### src/rtl/pic_pkg.sv
package pic_pkg;
  localparam int NSRC    = 8;
  localparam int ADDR_W  = 2;
  localparam int VEC_W   = 8;

  typedef enum logic [ADDR_W-1:0] {
    REG_FLAGS = 2'd0,
    REG_MASK  = 2'd1,
    REG_CTRL  = 2'd2,
    REG_NONE  = 2'd3
  } reg_sel_e;

  // bit of the control register that enables software posting
  localparam int SWEN_BIT = 7;
endpackage

### src/rtl/pic_edge_detect.sv
// Turns raw source inputs into one-cycle set requests. Bits selected by
// EDGE_SRC fire on a rising edge; the others pass their level through.
module pic_edge_detect #(
  parameter int          N        = 8,
  parameter logic [N-1:0] EDGE_SRC = 8'h90
) (
  input  logic         clk,
  input  logic         rst_n,
  input  logic [N-1:0] raw_in,
  output logic [N-1:0] set_req
);
  for (genvar i = 0; i < N; i++) begin : g_src
    if (EDGE_SRC[i]) begin : g_edge
      logic prev_q;
      always_ff @(posedge clk) begin
        if (!rst_n) prev_q <= 1'b0;
        else        prev_q <= raw_in[i];
      end
      assign set_req[i] = raw_in[i] & ~prev_q;

      // an edge request can never last two cycles in a row
      a_r5_single_edge: assert property (@(posedge clk) disable iff (!rst_n)
        set_req[i] |=> !set_req[i]);
    end else begin : g_level
      assign set_req[i] = raw_in[i];
    end
  end
endmodule

### src/rtl/pic_flags.sv
// Posted-flag register: hardware set, software post/clear, acknowledge clear.
module pic_flags #(
  parameter int N = 8
) (
  input  logic         clk,
  input  logic         rst_n,
  input  logic [N-1:0] hw_set,
  input  logic         wr_en,
  input  logic [N-1:0] wdata,
  input  logic         sw_en,
  input  logic [N-1:0] ack_clr,
  output logic [N-1:0] flags
);
  logic [N-1:0] sw_post, sw_clr, flags_d;

  always_comb begin
    sw_post = (wr_en && sw_en) ? wdata : '0;
    sw_clr  = wr_en ? ~wdata : '0;
    // hardware set dominates every clear source
    flags_d = hw_set | sw_post | (flags & ~(sw_clr | ack_clr));
  end

  always_ff @(posedge clk) begin
    if (!rst_n) flags <= '0;
    else        flags <= flags_d;
  end

  for (genvar i = 0; i < N; i++) begin : g_chk
    // a hardware event always leaves the flag set
    a_r10_hw_wins: assert property (@(posedge clk) disable iff (!rst_n)
      hw_set[i] |=> flags[i]);
    // without the software enable and without hardware, a clear flag stays clear
    a_r4_no_post: assert property (@(posedge clk) disable iff (!rst_n)
      (!flags[i] && !hw_set[i] && !sw_en) |=> !flags[i]);
    // writing 0 clears unless hardware fires
    a_r3_clear: assert property (@(posedge clk) disable iff (!rst_n)
      (wr_en && !wdata[i] && !hw_set[i]) |=> !flags[i]);
    // acknowledge clears unless hardware fires
    a_r9_ack_clear: assert property (@(posedge clk) disable iff (!rst_n)
      (ack_clr[i] && !hw_set[i]) |=> !flags[i]);
  end
endmodule

### src/rtl/pic_prio.sv
// Lowest-index priority pick and vector generation.
module pic_prio #(
  parameter int               N         = 8,
  parameter int               VW        = 8,
  parameter logic [VW-1:0]    VEC_BASE  = 8'h04,
  parameter int               VEC_STEP  = 4
) (
  input  logic          clk,
  input  logic          rst_n,
  input  logic [N-1:0]  flags,
  input  logic [N-1:0]  mask,
  input  logic          gie,
  output logic [N-1:0]  grant,
  output logic          req,
  output logic [VW-1:0] vec
);
  localparam int IW = (N > 1) ? $clog2(N) : 1;

  logic [N-1:0]  pend;
  logic [IW-1:0] idx;
  logic          any;

  always_comb begin
    pend  = flags & mask;
    grant = '0;
    idx   = '0;
    any   = 1'b0;
    for (int i = N - 1; i >= 0; i--) begin
      if (pend[i]) begin
        idx = IW'(i);
        any = 1'b1;
      end
    end
    if (any) grant[idx] = 1'b1;
    req = gie && any;
    vec = req ? VEC_BASE + VW'(idx) * VW'(VEC_STEP) : '0;
  end

  // at most one source is granted
  a_r8_onehot: assert property (@(posedge clk) disable iff (!rst_n)
    $onehot0(grant));
  // vectors sit on four-byte table slots
  a_r8_vec_align: assert property (@(posedge clk) disable iff (!rst_n)
    req |-> (vec[1:0] == 2'b00 && vec >= VEC_BASE));
  // no request while the global enable is low
  a_r7_gie_gate: assert property (@(posedge clk) disable iff (!rst_n)
    !gie |-> !req);
endmodule

### src/rtl/pic_vector_ctrl.sv
module pic_vector_ctrl
  import pic_pkg::*;
#(
  parameter logic [NSRC-1:0] EDGE_SRC = 8'h90,
  parameter logic [VEC_W-1:0] VEC_BASE = 8'h04,
  parameter int               VEC_STEP = 4
) (
  input  logic              clk,
  input  logic              rst_n,
  input  logic [NSRC-1:0]   src_in,
  input  logic [ADDR_W-1:0] reg_addr,
  input  logic              reg_wr,
  input  logic [NSRC-1:0]   reg_wdata,
  output logic [NSRC-1:0]   reg_rdata,
  input  logic              gie,
  output logic              irq_req,
  input  logic              irq_ack,
  output logic [VEC_W-1:0]  irq_vec
);
  logic [NSRC-1:0] hw_set, flags, mask_q, grant, ack_clr;
  logic            swen_q;
  logic            wr_flags, wr_mask, wr_ctrl;

  assign wr_flags = reg_wr && (reg_addr == REG_FLAGS);
  assign wr_mask  = reg_wr && (reg_addr == REG_MASK);
  assign wr_ctrl  = reg_wr && (reg_addr == REG_CTRL);

  pic_edge_detect #(.N(NSRC), .EDGE_SRC(EDGE_SRC)) u_edge (
    .clk(clk), .rst_n(rst_n), .raw_in(src_in), .set_req(hw_set));

  pic_flags #(.N(NSRC)) u_flags (
    .clk(clk), .rst_n(rst_n), .hw_set(hw_set), .wr_en(wr_flags),
    .wdata(reg_wdata), .sw_en(swen_q), .ack_clr(ack_clr), .flags(flags));

  pic_prio #(.N(NSRC), .VW(VEC_W), .VEC_BASE(VEC_BASE), .VEC_STEP(VEC_STEP)) u_prio (
    .clk(clk), .rst_n(rst_n), .flags(flags), .mask(mask_q), .gie(gie),
    .grant(grant), .req(irq_req), .vec(irq_vec));

  assign ack_clr = (irq_req && irq_ack) ? grant : '0;

  always_ff @(posedge clk) begin
    if (!rst_n) begin
      mask_q <= '0;
      swen_q <= 1'b0;
    end else begin
      if (wr_mask) mask_q <= reg_wdata;
      if (wr_ctrl) swen_q <= reg_wdata[SWEN_BIT];
    end
  end

  always_comb begin
    reg_rdata = '0;
    unique case (reg_sel_e'(reg_addr))
      REG_FLAGS: reg_rdata = flags;
      REG_MASK:  reg_rdata = mask_q;
      REG_CTRL:  reg_rdata[SWEN_BIT] = swen_q;
      default:   reg_rdata = '0;
    endcase
  end

  // a request always has a masked-in posted source behind it
  a_r7_req_source: assert property (@(posedge clk) disable iff (!rst_n)
    irq_req |-> ((flags & mask_q) != '0));
  // the mask register holds between writes
  a_r11_mask_hold: assert property (@(posedge clk) disable iff (!rst_n)
    !wr_mask |=> $stable(mask_q));
endmodule

### config.mk
export PLATFORM = sky130hd
export DESIGN_NAME = pic_vector_ctrl
export DESIGN_NICKNAME = d
export VERILOG_FILES = /design/src/rtl/pic_pkg.sv /design/src/rtl/pic_edge_detect.sv /design/src/rtl/pic_flags.sv /design/src/rtl/pic_prio.sv /design/src/rtl/pic_vector_ctrl.sv
export SDC_FILE = /design/constraint.sdc
export NUM_CORES = 1
export LEC_CHECK = 0
export BUFFER_PORTS_ARGS = -buffer_cell sky130_fd_sc_hd__buf_2
export CORE_ASPECT_RATIO = 0.7
export CORE_MARGIN = 4
export CORE_UTILIZATION = 49
export CTS_CLUSTER_SIZE = 16
export DETAILED_ROUTE_END_ITERATION = 8
export PLACE_DENSITY = 0.75
export SYNTH_ARGS = -nofsm -noshare
export SYNTH_HDL_FRONTEND = slang
export SYNTH_SLANG_ARGS = --single-unit
### constraint.sdc
create_clock -name clk -period 2.1 [get_ports clk]
set_input_delay 0 -clock clk [delete_from_list [all_inputs] [get_ports clk]]
set_output_delay 0 -clock clk [all_outputs]
set_load 0.1 [all_outputs]
======== Word-level counts from Yosys, hierarchy flattened ========
Index checks and enable logic that the tools add are counted.
operators by class
  bitwise operators ....................... 11
  equal/unequal tests ..................... 2
  add/sub/neg operators ................... 1
  $lt $le $gt $ge ......................... 2
  multiplexer cells ....................... 25
  reduce and logical (&&, ||, !) cells .... 8
operators by type and width
  cell                                                                          count
  8-bit two-way mux                                                             5
  3-bit two-way mux                                                             8
  8-bit bitwise OR                                                              3
  8-bit bitwise AND                                                             2
  8-bit NOT                                                                     2
  7-bit one-hot mux with 2 select lines                                         1
  1-bit two-way mux                                                             9
  1-bit logical AND                                                             7
  3-bit by 5-bit adder with 6-bit output, first input constant                  1
  3-bit by 4-bit less-than comparator with 1-bit output, second input constant  1
  1-bit demux with 3-bit select                                                 1
  3-bit by 1-bit >= comparator with 1-bit output, second input constant         1
  1-bit one-hot mux with 3 select lines                                         1
  1-bit bitwise AND                                                             2
  2-bit by 1-bit == test with 1-bit output, second input constant               1
  2-bit == test, second input constant                                          1
  2-bit zero test                                                               1
  1-bit NOT                                                                     2
storage, ports and cells
  register bits after elaboration ......... 19

======== Depth between registers and ports, before layout ========
Gate-level depths: netlist of run 1.
  word-level depth ........................ 19
  mapped depth ............................ 7
  mapped depth without buffers ............ 7

======== By module ========
A second synthesis of run 1 with hierarchy kept.
second synthesis, totals
  cell total of the unflattened synthesis .. 157
  area, all modules ....................... 1382.6 um^2
modules (own cells, without submodules)
  module           cells each  seq. area each (um^2)  area each (um^2)  times used
  pic_vector_ctrl  68          180.2                  561.8             1
  pic_flags        35          160.2                  384.1             1
  pic_prio         42          0.0                    311.5             1
  pic_edge_detect  12          40.0                   125.1             1

======== Worst setup path after synthesis of run 1 ========
OpenSTA, ideal clock, no wires.
  path kind ............................... register to output
  start point ............................. register mask_q[6]
  end point ............................... output irq_vec[4]
  setup slack ............................. -0.532 ns
  data arrival time ....................... 2.632 ns
  stages on the path, launching flop included .. 8
  path through ............................ dfxtp_1 nand2_1 a32o_1 a221oi_2 inv_2 ha_1 xor2_1 nor2_1
between the ends
  word-level cells in the longest chain between the ends .. 10
RTL lines
  item                                                                         line                            RTL
  start: declaration                                                           pic_vector_ctrl.sv:20           logic [NSRC-1:0] hw_set, flags, mask_q, grant, ack_clr;
  start signal: assignment                                                     pic_vector_ctrl.sv:46           if (wr_mask) mask_q <= reg_wdata;
  8-bit bitwise AND *                                                          pic_prio.sv:24                  pend = flags & mask;
  3-bit two-way mux or 1-bit two-way mux (tied branches) (7 in a row)          pic_prio.sv:29                  if (pend[i]) begin
  3-bit by 5-bit adder with 6-bit output or 1-bit logical AND (tied branches)  pic_prio.sv:36, pic_prio.sv:35
  8-bit two-way mux *                                                          pic_prio.sv:36                  vec = req ? VEC_BASE + VW'(idx) * VW'(VEC_STEP) : '0;
  end: declaration                                                             pic_vector_ctrl.sv:18           output logic [VEC_W-1:0] irq_vec
Every way passes the cells marked *; elsewhere a longest branch is shown, timed or not.

======== Final worst setup path of run 1 ========
  start point ............................. register u_flags.flags[6]
  end point ............................... output irq_vec[4]
between the ends
  word-level cells in the longest chain between the ends .. 10
RTL lines
  item                                                                         line                            RTL
  start: declaration                                                           pic_flags.sv:12                 output logic [N-1:0] flags
  start signal: assignment                                                     pic_flags.sv:25                 else flags <= flags_d;
  8-bit bitwise AND *                                                          pic_prio.sv:24
  3-bit two-way mux or 1-bit two-way mux (tied branches) (7 in a row)          pic_prio.sv:29
  3-bit by 5-bit adder with 6-bit output or 1-bit logical AND (tied branches)  pic_prio.sv:36, pic_prio.sv:35
  8-bit two-way mux *                                                          pic_prio.sv:36
Marked as above.

==> results.yml, run 1 <==
run_status:
  status: "completed"
logic_synthesis:
  ys_top_cells_by_count: "dfxtp_1, mux2i_1, nor2_1, nor2b_1"
  synth_most_common_cell: "dfxtp_1"
  postSynth.asyncResetShare_pct: 0
  synth.cell_area_sq_mm: 0.00117
  synth_fa_ha_area_share_pct: 1.06
  synth-simple-area-share_pct: 19.8
  synth_edf_count: 0
  synth_seq_cells: 19
  synth-xor-area-share_pct: 0.745
  synth_mux_area_share_pct: 14.5
  yosysTopAreaCellShare_pct: 32.4
  synth_top_area_cell: "dfxtp_1"
  synth_top_family_by_area: "compound AO/OA/AOI/OAI gates"
  post_synth_num_cell_types: 40
  yosysWarnings: 0
  ys_seq_area_share_pct: 32.4
  syn_avg_cell_area_sq_um: 8.64
  netlist_top_cells_area: "dfxtp_1, mux2i_1, nor2b_1, o22a_1, nor2_1"
  synthFlopType: "dfxtp_1"
  postSynthCellCount: 136
  synth_compound_area_share_pct: 25.7
critical_path:
  reg2reg_from: "u_flags.flags[6]"
  cp_max_fo: 4
  critPathMaxStageDelay_ns: 0.37
  arrival_ns: 2.06
  path_class: "reg -> out"
  r2r-end: "u_flags.flags[6]"
  worstPathRequired_ns: 2.10
  cp_slowest_cell: "dfxtp_2"
  crit_path_end_kind: "output pin"
  start_kind: "flop"
  reg2regPathDepth: 6
  crit_chain: "nand2_1 > a32o_2 > a221oi_2 > inv_2 > ha_4 > xor2_1 > nor2_2 > buf_12"
  r2r_slack_ns: 0.40
sta:
  maxSlewHeadroom_pct: 61.2
  fin_crit_ns: 2.06
  fmax_ghz: 0.486
  grt_setup_unrepaired: "yes"
  finClkSkew_ns: 0.00694
  tns_ns: 0
  setup_ws_ns: 0.0409
  setup_viol: 0
  finalHoldViolCount: 0
  finalCritPeriodShare_pct: 98.1
  fin_hold_ws_ns: 0.0199
  worst-slew-pin-transition_ns: 0.580
  final-max-slew-violation-count: 0
floorplan:
  num_io_pins: 40
  die_h_um: 49.0
  initial_utilization_pct: 53.2
  die_width_um: 66.5
  dieArea_sq_mm: 0.00326
  core_area_sq_mm: 0.00221
  rows: 14
place:
  gp_congestion: 0.852
  hpwl_um: 2210
  dp_slack_ns: 0.272
  io_buffers: 35
drt:
  drt_iter0_markers: 54
  dr_total_vias: 1208
  vias_per_cell: 5.59
  ant_nets: 0
  avgRoutedWirePerCell_um: 14.5
  drc: 0
  routed_wl_um: 3130
  first_pass_iters: 4
cells_and_area:
  diodes: 0
  drive_gt1_share_pct: 29.3
  finish.utilization_pct: 72.2
  nNetsFinal: 209
  fillCellCount: 168
  area_delta_synth_final_pct: 35.6
clocking:
  clockRootBuffer: "clkbuf_4"
  cts_buffers: 3
  htreeDepth: 1
  cts_tree: "yes"
  cts.sinks: 19
  insertion_delay_ns: 0.31
  cts.clk_slew.worst_paths_ns: 0.11
  clockBufferDepth: 2
global_route:
  grt_use_total_pct: 20.4
  grt_pass1_vias: 1139
  grt_pass1_wl_um: 5100
  grt_max_degree: 20
  overflow: 0
  antenna_found_initial: 0
flow_run:
  maxCapViolations: 0
pwr:
  power_mw: 0.875
  p_per_area_mw_per_mm2: 549
  p_leak_nw: 0.763
  ir_drop_mv: 0.503
worst_hold_path:
  worstHoldStart: "reg_wdata[7]"
  hold_class: "in -> reg"
  holdPathStages: 3
  min_to: "mask_q[7]"
## timing repair
item,CTS,global route
endpoints found under the setup margin,2,4
gates resized for setup,3,8
buffers inserted,1,1
endpoints found under the hold margin,14,0
cloned,0,0
hold buffers,14,0
pin swaps,0,3
## worst max-delay path, delay by kind of cell, from the launching register on
| kind | cells | cell delay (ns) |
|---|---|---|
| AO/OA/AOI/OAI | 2 | 0.55 |
| flip-flops | 1 | 0.37 |
| buffers and inverters | 2 | 0.29 |
| AND/OR/NAND/NOR | 2 | 0.22 |
| adder cells (fa/ha/maj) | 1 | 0.17 |
| XOR/XNOR | 1 | 0.15 |
## cells by family after synthesis
kind of cell / Yosys count
AOI/OAI and AO/OA: 41
xor gates and xnor gates: 1
adders and majority gates: 1
buffers and inverters: 13
DFF: 19
muxes: 17
other: 1
and+or+nand+nor: 43
## area by class of cell
type	count	area (sq um)	area share (%)
multi-input cells	107	763	47.9
flip-flops and latches	19	385	24.2
repair buffers	51	365	22.9
well taps	32	40.0	2.51
clock buffers	3	22.5	1.41
inverters	3	11.3	0.707
clock inverters	1	5.00	0.314
## metrics by stage
| step | instance area [sq um] | cells |
|---|---|---|
| after floorplan | 1190 | 139 |
| after global placement | 1380 | 196 |
| after detailed placement | 1380 | 196 |
| after CTS | 1560 | 215 |
| after global routing | 1590 | 216 |
| final | 1590 | 216 |
## sequential cells by signal, summed over array words and instances (netlist names)
name	flops
mask_q	8
u_flags.flags	8
u_edge.g_src.g_edge.prev_q	2
swen_q	1
## placed cells by master, fill, tap and decap left out, drive strengths merged, types with 2 or more instances in the layout
cell and count:
buf 36, dfxtp 19, mux2i 17, dlygate4sd3 14, nor2b 11, nor2 11, nand2 7, a21oi 7
o21ai 6, o22a 6, a31oi 5, conb 4, clkbuf 4, a22oi 4, inv 3, a22o 2
a21boi 2, nand2b 2, and3 2, nand3b 2, nor3 2, and2 2
## where the power goes
part | leakage [nW] | internal, mW | switching, mW | total [mW]
registers | 0.158 | 0.381 | 0.0216 | 0.402
logic | 0.587 | 0.0948 | 0.188 | 0.282
clock network | 0.0177 | 0.0714 | 0.119 | 0.190
total | 0.763 | 0.547 | 0.328 | 0.875
## worst max-delay path by stage
stage / start / end / slack [ns] / cells past startpoint
4_1_cts: u_flags.flags[6] / irq_vec[4] / 0.03 / 8
5_1_grt: u_flags.flags[6] / irq_vec[4] / -0.09 / 8
6_report: u_flags.flags[6] / irq_vec[4] / 0.04 / 8
2_1_floorplan: mask_q[6] / irq_vec[4] / -0.08 / 7
3_5_place_dp: u_flags.flags[6] / irq_vec[4] / 0.27 / 8
3_3_place_gp: mask_q[6] / irq_vec[4] / 0.34 / 8
## per-layer routing
metal | track usage [%] | routed length (um) | share of wire (%)
met1 | 25.6 | 1400 | 45
met2 | 31.8 | 1460 | 47
met3 | 6.45 | 213 | 6.8
met4 | 8.78 | 59 | 1.9
met5 | 0 | 0 | 0
No activity file was read; power rests on OpenSTA's default activity.
==> run 2, diff against run 1 <==
BUFFER_PORTS_ARGS = -buffer_cell sky130_fd_sc_hd__buf_4   (was -buffer_cell sky130_fd_sc_hd__buf_2)
==> run 2 against run 1 <==
Net effect: largest power group unchanged; worst setup slack improved by 0.025 ns; cell area up 5.4%; critical path depth stayed put; global-route usage is 0.61 points lower; sequential share of layout area fell by 0.50 points.
==> results.yml, run 2 (synthesized netlist as in run 1, its figures left out) <==
pwr:
  pwr-share-seq_pct: 45.1
  power_mw: 0.887
  p_per_area_mw_per_mm2: 528
  p_int_mw: 0.560
  p_sw_share_pct: 36.9
  pwr-share-comb_pct: 34.0
  pwr-share-clk_pct: 20.8
  power.net_switching_mw: 0.327
  ir_drop_mv: 0.527
  p_leak_nw: 0.785
critical_path:
  cpMostUsedCell: "buf_4"
  critPathMaxStageDelay_ns: 0.37
  worstPathRequired_ns: 2.10
  critPathTopFamily: "buffers and inverters"
  arrival_ns: 2.03
  reg2regPathDepth: 7
  cp.depth: 8
  path_class: "reg -> out"
  crit_buf_inv: 4
  cp_max_fo: 7
  cp_slowest_cell: "dfxtp_2"
  start_kind: "flop"
  crit_path_end_kind: "output pin"
  crit_chain: "nand2_1 > a32o_1 > a221oi_2 > inv_2 > buf_4 > buf_4 > nor2_2 > buf_4"
global_route:
  busiest_layer: "met2"
  use_met3_pct: 5.07
  grt_max_degree: 20
  grt_pass1_wl_um: 5050
  overflow: 0
  grt_use_total_pct: 19.8
  grtUsageMet2_pct: 33.6
  grt_pass1_vias: 1100
  antenna_found_initial: 0
  met1_usage_pct: 25.7
clocking:
  cts.sinks: 19
  clockRootBuffer: "clkbuf_4"
  cts_buffers: 3
  insertion_delay_ns: 0.30
  cts.clk_slew.worst_paths_ns: 0.11
  cts_tree: "yes"
  clockBufferDepth: 2
  htreeDepth: 1
sta:
  setup_viol: 0
  finClkSkew_ns: 0.00456
  grt_setup_unrepaired: "yes"
  fin_hold_ws_ns: 0.0131
  fin_crit_ns: 2.03
  worst-slew-pin-transition_ns: 0.664
  fmax_ghz: 0.492
  final-max-slew-violation-count: 0
  maxSlewHeadroom_pct: 55.6
  finalHoldViolCount: 0
  finalCritPeriodShare_pct: 96.9
  setup_ws_ns: 0.0660
cells_and_area:
  diodes: 0
  area_delta_synth_final_pct: 42.9
  final_cell_mix: "buf_4, mux2i_1, dfxtp_1"
  finish.utilization_pct: 76.1
  reg_top3: "mask_q (8), u_flags.flags (8), u_edge.g_src.g_edge.prev_q (2)"
  drive_gt1_share_pct: 31.4
  final_common_cell: "buf_4"
  nNetsFinal: 210
  fillCellCount: 183
place:
  io_buffers: 35
  gp_congestion: 0.854
  dp_slack_ns: 0.195
  hpwl_um: 2310
drt:
  first_pass_iters: 4
  drt_iter0_markers: 80
  ant_nets: 0
  drc: 0
  dr_total_vias: 1253
  routed_wl_um: 3350
  vias_per_cell: 5.77
  avgRoutedWirePerCell_um: 15.4
floorplan:
  die_h_um: 49.0
  core_area_sq_mm: 0.00221
  num_io_pins: 40
  initial_utilization_pct: 53.2
  dieArea_sq_mm: 0.00326
  die_width_um: 66.5
  rows: 14
worst_hold_path:
  holdPathStages: 3
  hold_class: "in -> reg"
run_status:
  status: "completed"
flow_run:
  maxCapViolations: 0
-- run 2: changes by cell type in the layout (fill, tap and decap cells not counted), sizes merged --
| cell | before | now |
|---|---|---|
| buf | 36 | 40 |
| clkbuf | 4 | 3 |
| dlygate4sd3 | 14 | 12 |
-- run 2: repair_timing --
action                     CTS  global route
resized for setup            5            13
hold buffers                12             0
pin swaps                    1             3
gates cloned                 0             0
setup endpoints to repair    2             2
buffers inserted             2             3
hold endpoints to repair    13             0
-- run 2: power groups by stage --
stage / Sequential, mW / Combinational, mW / Clock, mW
2_1_floorplan: 0.403 / 0.202 / 0
3_3_place_gp: 0.408 / 0.265 / 0
3_5_place_dp: 0.409 / 0.269 / 0
4_1_cts: 0.401 / 0.293 / 0.188
5_1_grt: 0.403 / 0.318 / 0.206
6_report: 0.400 / 0.302 / 0.185
-- run 2: worst min-delay path, stage by stage --
cell and delay (ns):
buf_4 0.08, a21oi_1 0.04, a31oi_1 0.15
-- run 2: path summary, 6_finish.rpt --
check / start / end / slack (ns)
min reg2reg: swen_q / swen_q / 0.56
max reg2reg: mask_q[6] / u_flags.flags[6] / 0.29
min: src_in[3] / u_flags.flags[3] / 0.01
max: mask_q[6] / irq_vec[2] / 0.07
-- run 2: stage by stage --
stage | instance area, sq um | TNS [ns] | instances
finish | 1680 | 0 | 217
floorplan | 1190 | -0.0788 | 139
global route | 1680 | -0.0608 | 217
global placement | 1440 | 0 | 196
detailed placement | 1440 | 0 | 196
CTS | 1620 | 0 | 214
-- run 2: routing by layer --
layer / wire length [um] / part of all wire, %
met5: 0 / 0
met4: 33 / 0.99
met2: 1640 / 49
met1: 1390 / 42
met3: 283 / 8.4
-- run 2: layout make-up --
cell class | instances | area (sq um) | share of cell area, %
Multi-Input combinational cell | 107 | 762 | 45.4
Inverter | 3 | 11.3 | 0.671
Timing Repair Buffer | 52 | 440 | 26.2
Tap cell | 32 | 40.0 | 2.38
Clock inverter | 1 | 5.00 | 0.298
Sequential cell | 19 | 398 | 23.7
Clock buffer | 3 | 22.5 | 1.34
